[config.mk]
export PLATFORM = sky130hd
export DESIGN_NAME = pw_walker
export DESIGN_NICKNAME = d
export VERILOG_FILES = /design/src/rtl/pw_pkg.sv /design/src/rtl/pw_entry_check.sv /design/src/rtl/pw_addr_gen.sv /design/src/rtl/pw_walker.sv
export SDC_FILE = /design/constraint.sdc
export NUM_CORES = 1
export LEC_CHECK = 0
export BUFFER_PORTS_ARGS = -buffer_cell sky130_fd_sc_hd__buf_2
export CORE_MARGIN = 2
export CORE_UTILIZATION = 40
export DETAILED_ROUTE_END_ITERATION = 12
export GPL_TIMING_DRIVEN = 0
export PLACE_DENSITY = 0.76
export SETUP_SLACK_MARGIN = 0.02
export SKIP_CTS_REPAIR_TIMING = 1
export SLEW_MARGIN = 20
export SYNTH_ARGS = -nofsm -noshare
export SYNTH_HDL_FRONTEND = slang
export SYNTH_SLANG_ARGS = --single-unit
[constraint.sdc]
create_clock -name clk -period 11.65 [get_ports clk]
set_clock_uncertainty 0.05 [all_clocks]
set_input_delay 2.9125 -clock clk [delete_from_list [all_inputs] [get_ports clk]]
set_output_delay 2.9125 -clock clk [all_outputs]
set_load 0.005 [all_outputs]
[src/rtl/pw_pkg.sv]
package pw_pkg;
    localparam int IDX_W  = 9;
    localparam int LVL_W  = 3;
    localparam int PG_SH  = 12;
    localparam int B_P    = 0;
    localparam int B_RW   = 1;
    localparam int B_US   = 2;
    localparam int B_A    = 5;
    localparam int B_D    = 6;
    localparam int B_PS   = 7;
    localparam int B_NX   = 63;
    localparam logic [63:0] ADDR_MASK = 64'h000F_FFFF_FFFF_F000;
    localparam logic [63:0] LOW_2M    = 64'h0000_0000_001F_FFFF;
    localparam logic [63:0] LOW_1G    = 64'h0000_0000_3FFF_FFFF;
    localparam logic [63:0] PAT_BIT   = 64'h0000_0000_0000_1000;

    typedef enum logic [1:0] {SZ_4K = 2'd0, SZ_2M = 2'd1, SZ_1G = 2'd2} pg_size_e;
    typedef enum logic [1:0] {FLT_NONE = 2'd0, FLT_ABSENT = 2'd1, FLT_RSVD = 2'd2} flt_e;
    typedef enum logic [1:0] {ACC_LOAD = 2'd0, ACC_STORE = 2'd1, ACC_FETCH = 2'd2} acc_e;
    typedef enum logic [2:0] {ST_IDLE, ST_RD, ST_RWAIT, ST_CHECK, ST_CAS, ST_CWAIT} st_e;

    typedef struct packed {
        logic exec;
        logic user;
        logic write;
    } perm_t;

    typedef struct packed {
        logic     present;
        logic     rsvd;
        logic     leaf;
        pg_size_e size;
    } ent_cls_t;

    function automatic logic [IDX_W-1:0] va_index(logic [63:0] va, logic [LVL_W-1:0] lvl);
        logic [63:0] s;
        s = va >> (PG_SH + IDX_W * int'(lvl));
        return s[IDX_W-1:0];
    endfunction
endpackage

[src/rtl/pw_entry_check.sv]
module pw_entry_check
    import pw_pkg::*;
#(
    parameter int PHYS_BITS = 52
) (
    input  logic [63:0]      entry,
    input  logic [LVL_W-1:0] lvl,
    input  logic             nxe,
    output ent_cls_t         cls
);
    localparam logic [63:0] HI_MASK = ADDR_MASK & ~((64'd1 << PHYS_BITS) - 64'd1);

    logic        ps;
    logic [63:0] mask;

    always_comb begin
        ps   = entry[B_PS];
        mask = HI_MASK;
        if (!nxe)
            mask[B_NX] = 1'b1;
        cls.size = SZ_4K;
        cls.leaf = (lvl == '0);
        if (lvl >= LVL_W'(3)) begin
            mask[B_PS] = 1'b1;
        end else if (ps && lvl == LVL_W'(2)) begin
            cls.leaf = 1'b1;
            cls.size = SZ_1G;
            mask     = mask | (LOW_1G & ADDR_MASK & ~PAT_BIT);
        end else if (ps && lvl == LVL_W'(1)) begin
            cls.leaf = 1'b1;
            cls.size = SZ_2M;
            mask     = mask | (LOW_2M & ADDR_MASK & ~PAT_BIT);
        end
        cls.present = entry[B_P];
        cls.rsvd    = |(entry & mask);
    end
endmodule

[src/rtl/pw_addr_gen.sv]
module pw_addr_gen
    import pw_pkg::*;
(
    input  logic [63:0]      base,
    input  logic [63:0]      vaddr,
    input  logic [LVL_W-1:0] lvl,
    input  logic [63:0]      entry,
    input  pg_size_e         size,
    output logic [63:0]      ent_addr,
    output logic [63:0]      paddr
);
    logic [63:0] field;

    always_comb begin
        ent_addr = base + (64'(va_index(vaddr, lvl)) << 3);
        field    = entry & ADDR_MASK;
        case (size)
            SZ_2M:   paddr = (field & ~LOW_2M) | (vaddr & LOW_2M);
            SZ_1G:   paddr = (field & ~LOW_1G) | (vaddr & LOW_1G);
            default: paddr = field | (vaddr & 64'h0FFF);
        endcase
    end
endmodule

[src/rtl/pw_walker.sv]
module pw_walker
    import pw_pkg::*;
#(
    parameter int PHYS_BITS = 52
) (
    input  logic        clk,
    input  logic        rst,
    input  logic        req_valid,
    output logic        req_ready,
    input  logic [63:0] req_vaddr,
    input  logic [63:0] req_root,
    input  logic        req_five,
    input  logic        req_nxe,
    input  logic [1:0]  req_acc,
    output logic        rd_valid,
    input  logic        rd_ready,
    output logic [63:0] rd_addr,
    input  logic        rsp_valid,
    input  logic [63:0] rsp_data,
    output logic        cas_valid,
    input  logic        cas_ready,
    output logic [63:0] cas_addr,
    output logic [31:0] cas_old,
    output logic [31:0] cas_new,
    input  logic        cas_done,
    input  logic        cas_ok,
    output logic        done,
    output logic [63:0] done_paddr,
    output logic [1:0]  done_size,
    output logic [1:0]  done_fault,
    output logic [2:0]  done_perm
);
    st_e              st, st_n;
    logic [LVL_W-1:0] lvl_q, top_lvl;
    logic [63:0]      va_q, root_q, base_q, entry_q;
    logic             five_q, nxe_q;
    acc_e             acc_q;
    perm_t            perm_q, ent_perm, perm_fin;
    ent_cls_t         cls;
    logic [63:0]      ent_addr, leaf_pa;
    logic [31:0]      set_bits;
    logic             need_cas, fin_ok, descend, restart;
    flt_e             fin_flt;

    pw_entry_check #(.PHYS_BITS(PHYS_BITS)) u_chk_ent (
        .entry(entry_q), .lvl(lvl_q), .nxe(nxe_q), .cls(cls)
    );

    pw_addr_gen u_agen (
        .base(base_q), .vaddr(va_q), .lvl(lvl_q), .entry(entry_q),
        .size(cls.size), .ent_addr(ent_addr), .paddr(leaf_pa)
    );

    always_comb begin
        top_lvl        = five_q ? LVL_W'(4) : LVL_W'(3);
        ent_perm.exec  = ~entry_q[B_NX];
        ent_perm.user  = entry_q[B_US];
        ent_perm.write = entry_q[B_RW];
        perm_fin       = perm_q & ent_perm;
        if (acc_q != ACC_STORE && !entry_q[B_D])
            perm_fin.write = 1'b0;
        set_bits = 32'd1 << B_A;
        if (cls.leaf && acc_q == ACC_STORE)
            set_bits = set_bits | (32'd1 << B_D);
        need_cas = |(set_bits & ~entry_q[31:0]);
    end

    always_comb begin
        st_n    = st;
        fin_ok  = 1'b0;
        fin_flt = FLT_NONE;
        descend = 1'b0;
        restart = 1'b0;
        case (st)
            ST_IDLE:  if (req_valid) st_n = ST_RD;
            ST_RD:    if (rd_ready) st_n = ST_RWAIT;
            ST_RWAIT: if (rsp_valid) st_n = ST_CHECK;
            ST_CHECK: begin
                if (!cls.present)   fin_flt = FLT_ABSENT;
                else if (cls.rsvd)  fin_flt = FLT_RSVD;
                else if (need_cas)  st_n = ST_CAS;
                else if (cls.leaf)  fin_ok = 1'b1;
                else                descend = 1'b1;
            end
            ST_CAS:   if (cas_ready) st_n = ST_CWAIT;
            ST_CWAIT: begin
                if (cas_done) begin
                    if (cas_ok) begin
                        if (cls.leaf) fin_ok = 1'b1;
                        else          descend = 1'b1;
                    end else if (cls.leaf) begin
                        restart = 1'b1;
                    end else begin
                        st_n = ST_RD;
                    end
                end
            end
            default:  st_n = ST_IDLE;
        endcase
        if (descend || restart)
            st_n = ST_RD;
        if (fin_ok || fin_flt != FLT_NONE)
            st_n = ST_IDLE;
    end

    always_ff @(posedge clk) begin
        if (rst) begin
            st         <= ST_IDLE;
            lvl_q      <= '0;
            va_q       <= '0;
            root_q     <= '0;
            base_q     <= '0;
            entry_q    <= '0;
            five_q     <= 1'b0;
            nxe_q      <= 1'b0;
            acc_q      <= ACC_LOAD;
            perm_q     <= '0;
            done       <= 1'b0;
            done_paddr <= '0;
            done_size  <= '0;
            done_fault <= '0;
            done_perm  <= '0;
        end else begin
            st   <= st_n;
            done <= 1'b0;
            if (st == ST_IDLE && req_valid) begin
                va_q   <= req_vaddr;
                root_q <= req_root & ADDR_MASK;
                base_q <= req_root & ADDR_MASK;
                five_q <= req_five;
                nxe_q  <= req_nxe;
                acc_q  <= acc_e'(req_acc);
                lvl_q  <= req_five ? LVL_W'(4) : LVL_W'(3);
                perm_q <= '1;
            end
            if (st == ST_RWAIT && rsp_valid)
                entry_q <= rsp_data;
            if (descend) begin
                base_q <= entry_q & ADDR_MASK;
                perm_q <= perm_q & ent_perm;
                lvl_q  <= lvl_q - LVL_W'(1);
            end
            if (restart) begin
                base_q <= root_q;
                perm_q <= '1;
                lvl_q  <= top_lvl;
            end
            if (fin_ok) begin
                done       <= 1'b1;
                done_paddr <= leaf_pa;
                done_size  <= cls.size;
                done_fault <= FLT_NONE;
                done_perm  <= perm_fin;
            end else if (fin_flt != FLT_NONE) begin
                done       <= 1'b1;
                done_paddr <= '0;
                done_size  <= SZ_4K;
                done_fault <= fin_flt;
                done_perm  <= '0;
            end
        end
    end

    assign req_ready = (st == ST_IDLE);
    assign rd_valid  = (st == ST_RD);
    assign rd_addr   = ent_addr;
    assign cas_valid = (st == ST_CAS);
    assign cas_addr  = ent_addr;
    assign cas_old   = entry_q[31:0];
    assign cas_new   = entry_q[31:0] | set_bits;
endmodule

==> impl_metrics.yaml <==
synthesis:
  synth_area_leader_cell: "dfxtp_1"
  synth_top_cells_by_area: "dfxtp_1 38%, mux4_2 10%, nand2_1 9.7%"
  synthCells: 1553
  synth_edf_count: 0
  synth-async-reset-ratio: 0
  synth-main-ff-cell: "dfxtp_1"
  synth_area_per_cell_um2: 9.07
  syn_area_mm2: 0.0141
  ys_warn_count: 0
  ys_types: 71
  postSynthRegisterBits: 270
  netlist.area_leader.share: 0.384
  synth_seq_area_share: 0.384
timing:
  rsz0062_at_grt: "false"
  timing.hold.ws_ps: 405
  timing.fmax_ghz: 0.133
  maxSlewHeadroom: 0.318
  hold_violations: 0
  setup_viol: 0
  tightestPinTransition_ps: 1020
  fin_crit_ps: 7550
  report.final.slew_viol_count: 0
  fin_crit_sh: 0.648
  tns_ps: 0
placed_design:
  port_buffers: 392
  dp_cells: 2441
  place.gp.congestion: 0.964
  dp_hpwl_um: 42800
clock_network:
  cts.htree.levels: 1
  cts_tree: "built"
  clock-root-buffer: "clkbuf_16"
  clk_latency_ps: 570
  cts_num_sinks: 270
  cts_buffers: 30
  cts.path.max_buffers: 3
  clk_pin_slew_worst_paths_ps: 60
critical_path:
  critPathBufInv: 7
  cp-end-kind: "output pin"
  critPathKind: "reg -> out"
  slowest_delay_ps: 580
  cpMaxStageDelayCell: "clkbuf_1"
  critPathMostFrequentCell: "clkbuf_1"
  crit_chain: "buf_2 -> inv_2 -> clkbuf_1 -> ha_1 -> clkbuf_1 -> nand2b_1 -> nand2_1 -> clkbuf_1 -> mux4_2 -> a22oi_1 -> o21ai_0 -> buf_4 -> buf_2"
  startpoint_type: "register"
  crit_arrival_ps: 4580
  required_ps: 8690
  worstPathMaxFanout: 10
  cp_top_family: "buffers and inverters"
grt:
  antenna_found_initial: 5
  grt_pass1_wl_um: 80100
  grt_util_all_layers: 0.291
  gr-total-overflow: 0
  grt_max_degree: 15
  first_global_vias: 13100
power:
  leakagePower_nw: 7.88
  power.total_mw: 2.60
  ir_drop_v: 0.000124
  power_density_mw_per_mm2: 146
die:
  die_y_um: 192
  core_mm2: 0.0346
  io_pins: 471
  initial_core_util: 0.407
  placementRows: 68
  fp.dieArea_mm2: 0.0367
  die_w_um: 192
routing:
  drc: 0
  wl_per_cell_um: 22.2
  wl_um: 55500
  firstDrtPassIters: 6
  drt_iter0_markers: 1244
  vias: 14000
  via_per_inst: 5.62
  ant_nets: 0
job:
  maxCapViolations: 0
worst_hold_path:
  min_path_type: "reg -> reg"
layout:
  fin_util: 0.514
  fillers: 3218
  ff_latch_area_mm2: 0.00541
  instances_no_fill: 2499
  area_delta_synth_final_pct: 26.3
  final_nets: 2230
  drive_gt1_frac: 0.380
  multi_input_area_mm2: 0.00706
status:
  status: "finished, final reports clean"
-- metrics by stage --
step / setup slack [ps] / cell area [um^2]
6_report: 4100 / 17800
5_1_grt: 3840 / 17800
4_1_cts: 4180 / 17800
3_5_place_dp: 4770 / 16800
3_3_place_gp: 4700 / 16800
2_1_floorplan: 5640 / 14200
-- area by class of cell --
class	count	area share
Clock inverter	15	0.00675
Multi-Input combinational cell	1030	0.397
Timing Repair Buffer	392	0.110
Antenna cell	2	0.000281
Sequential cell	270	0.304
Inverter	12	0.00253
Tap cell	455	0.0320
Buffer	282	0.0972
Clock buffer	41	0.0502
-- cells in the mapped netlist (10+ instances only) --
master / instances
nor2_1: 20
clkbuf_1: 86
a21oi_1: 180
buf_2: 25
mux4_2: 64
o2bb2ai_1: 30
nand2b_1: 12
o21ai_0: 12
nand2_1: 363
a22o_1: 36
mux2i_1: 38
dfxtp_1: 270
o221a_2: 54
buf_4: 162
and3_1: 19
a22oi_1: 12
o221ai_1: 16
a31oi_1: 10
-- routing by layer --
metal / vias up / GRT usage / wire [um]
met4: 6 / 0.131 / 2680
met2: 857 / 0.482 / 26000
met3: 152 / 0.0623 / 5430
li1: 6326 / - / -
met1: 6707 / 0.362 / 21300
met5: - / 0 / 42
-- cells in the final DEF (no fill, tap or decap), types with 10 or more instances in the layout --
cell type / Yosys / final
buf_2: 25 / 417
nand2_1: 363 / 363
dfxtp_1: 270 / 270
a21oi_1: 180 / 180
buf_4: 162 / 162
clkbuf_1: 86 / 88
mux4_2: 64 / 64
o221a_2: 54 / 54
conb_1: 2 / 43
mux2i_1: 38 / 38
a22o_1: 36 / 36
clkbuf_16: 0 / 31
o2bb2ai_1: 30 / 30
nor2_1: 20 / 20
and3_1: 19 / 19
o221ai_1: 16 / 16
nand2b_1: 12 / 12
a22oi_1: 12 / 12
o21ai_0: 12 / 12
a31oi_1: 10 / 10
-- final timing paths --
path                            slack (ps)      from  cells after the start             end
worst max-delay path                  4100  lvl_q[2]                     13      rd_addr[9]
worst min-delay path                   400     nxe_q                      2           nxe_q
worst max register to register        7330  lvl_q[1]                     15  done_paddr[38]
worst min register to register         400     nxe_q                      2           nxe_q
-- sequential cells by signal (all words and copies together), names as in the netlist --
signal and cells:
done_perm 3, st 3, perm_q 3, done_paddr 52, acc_q 2, va_q 64
base_q 40, done_fault 2, done_size 2, done 1, five_q 1, lvl_q 3
nxe_q 1, root_q 40, entry_q 53
-- logic make-up after synthesis --
| family | synth area share |
|---|---|
| simple gates | 0.141 |
| compound gates | 0.204 |
| buf+inv | 0.126 |
| flops | 0.384 |
| mux | 0.137 |
| fa+ha+maj | 0.00711 |
| other cells | 0.000533 |
-- report_power, final --
| part | internal [mW] | leakage [nW] | switching, mW |
|---|---|---|---|
| Clock | 0.559 | 0.505 | 0.399 |
| Combinational | 0.273 | 5.18 | 0.329 |
| Sequential | 0.977 | 2.20 | 0.0654 |
-- worst min-delay path, delay by kind of cell (launching register included) --
kind             cells  cell delay [ps]
flip-flops           1              300
AO/OA/AOI/OAI        1               50
AND/OR/NAND/NOR      1               50
Note: power is estimated with default switching activity, not from simulation.
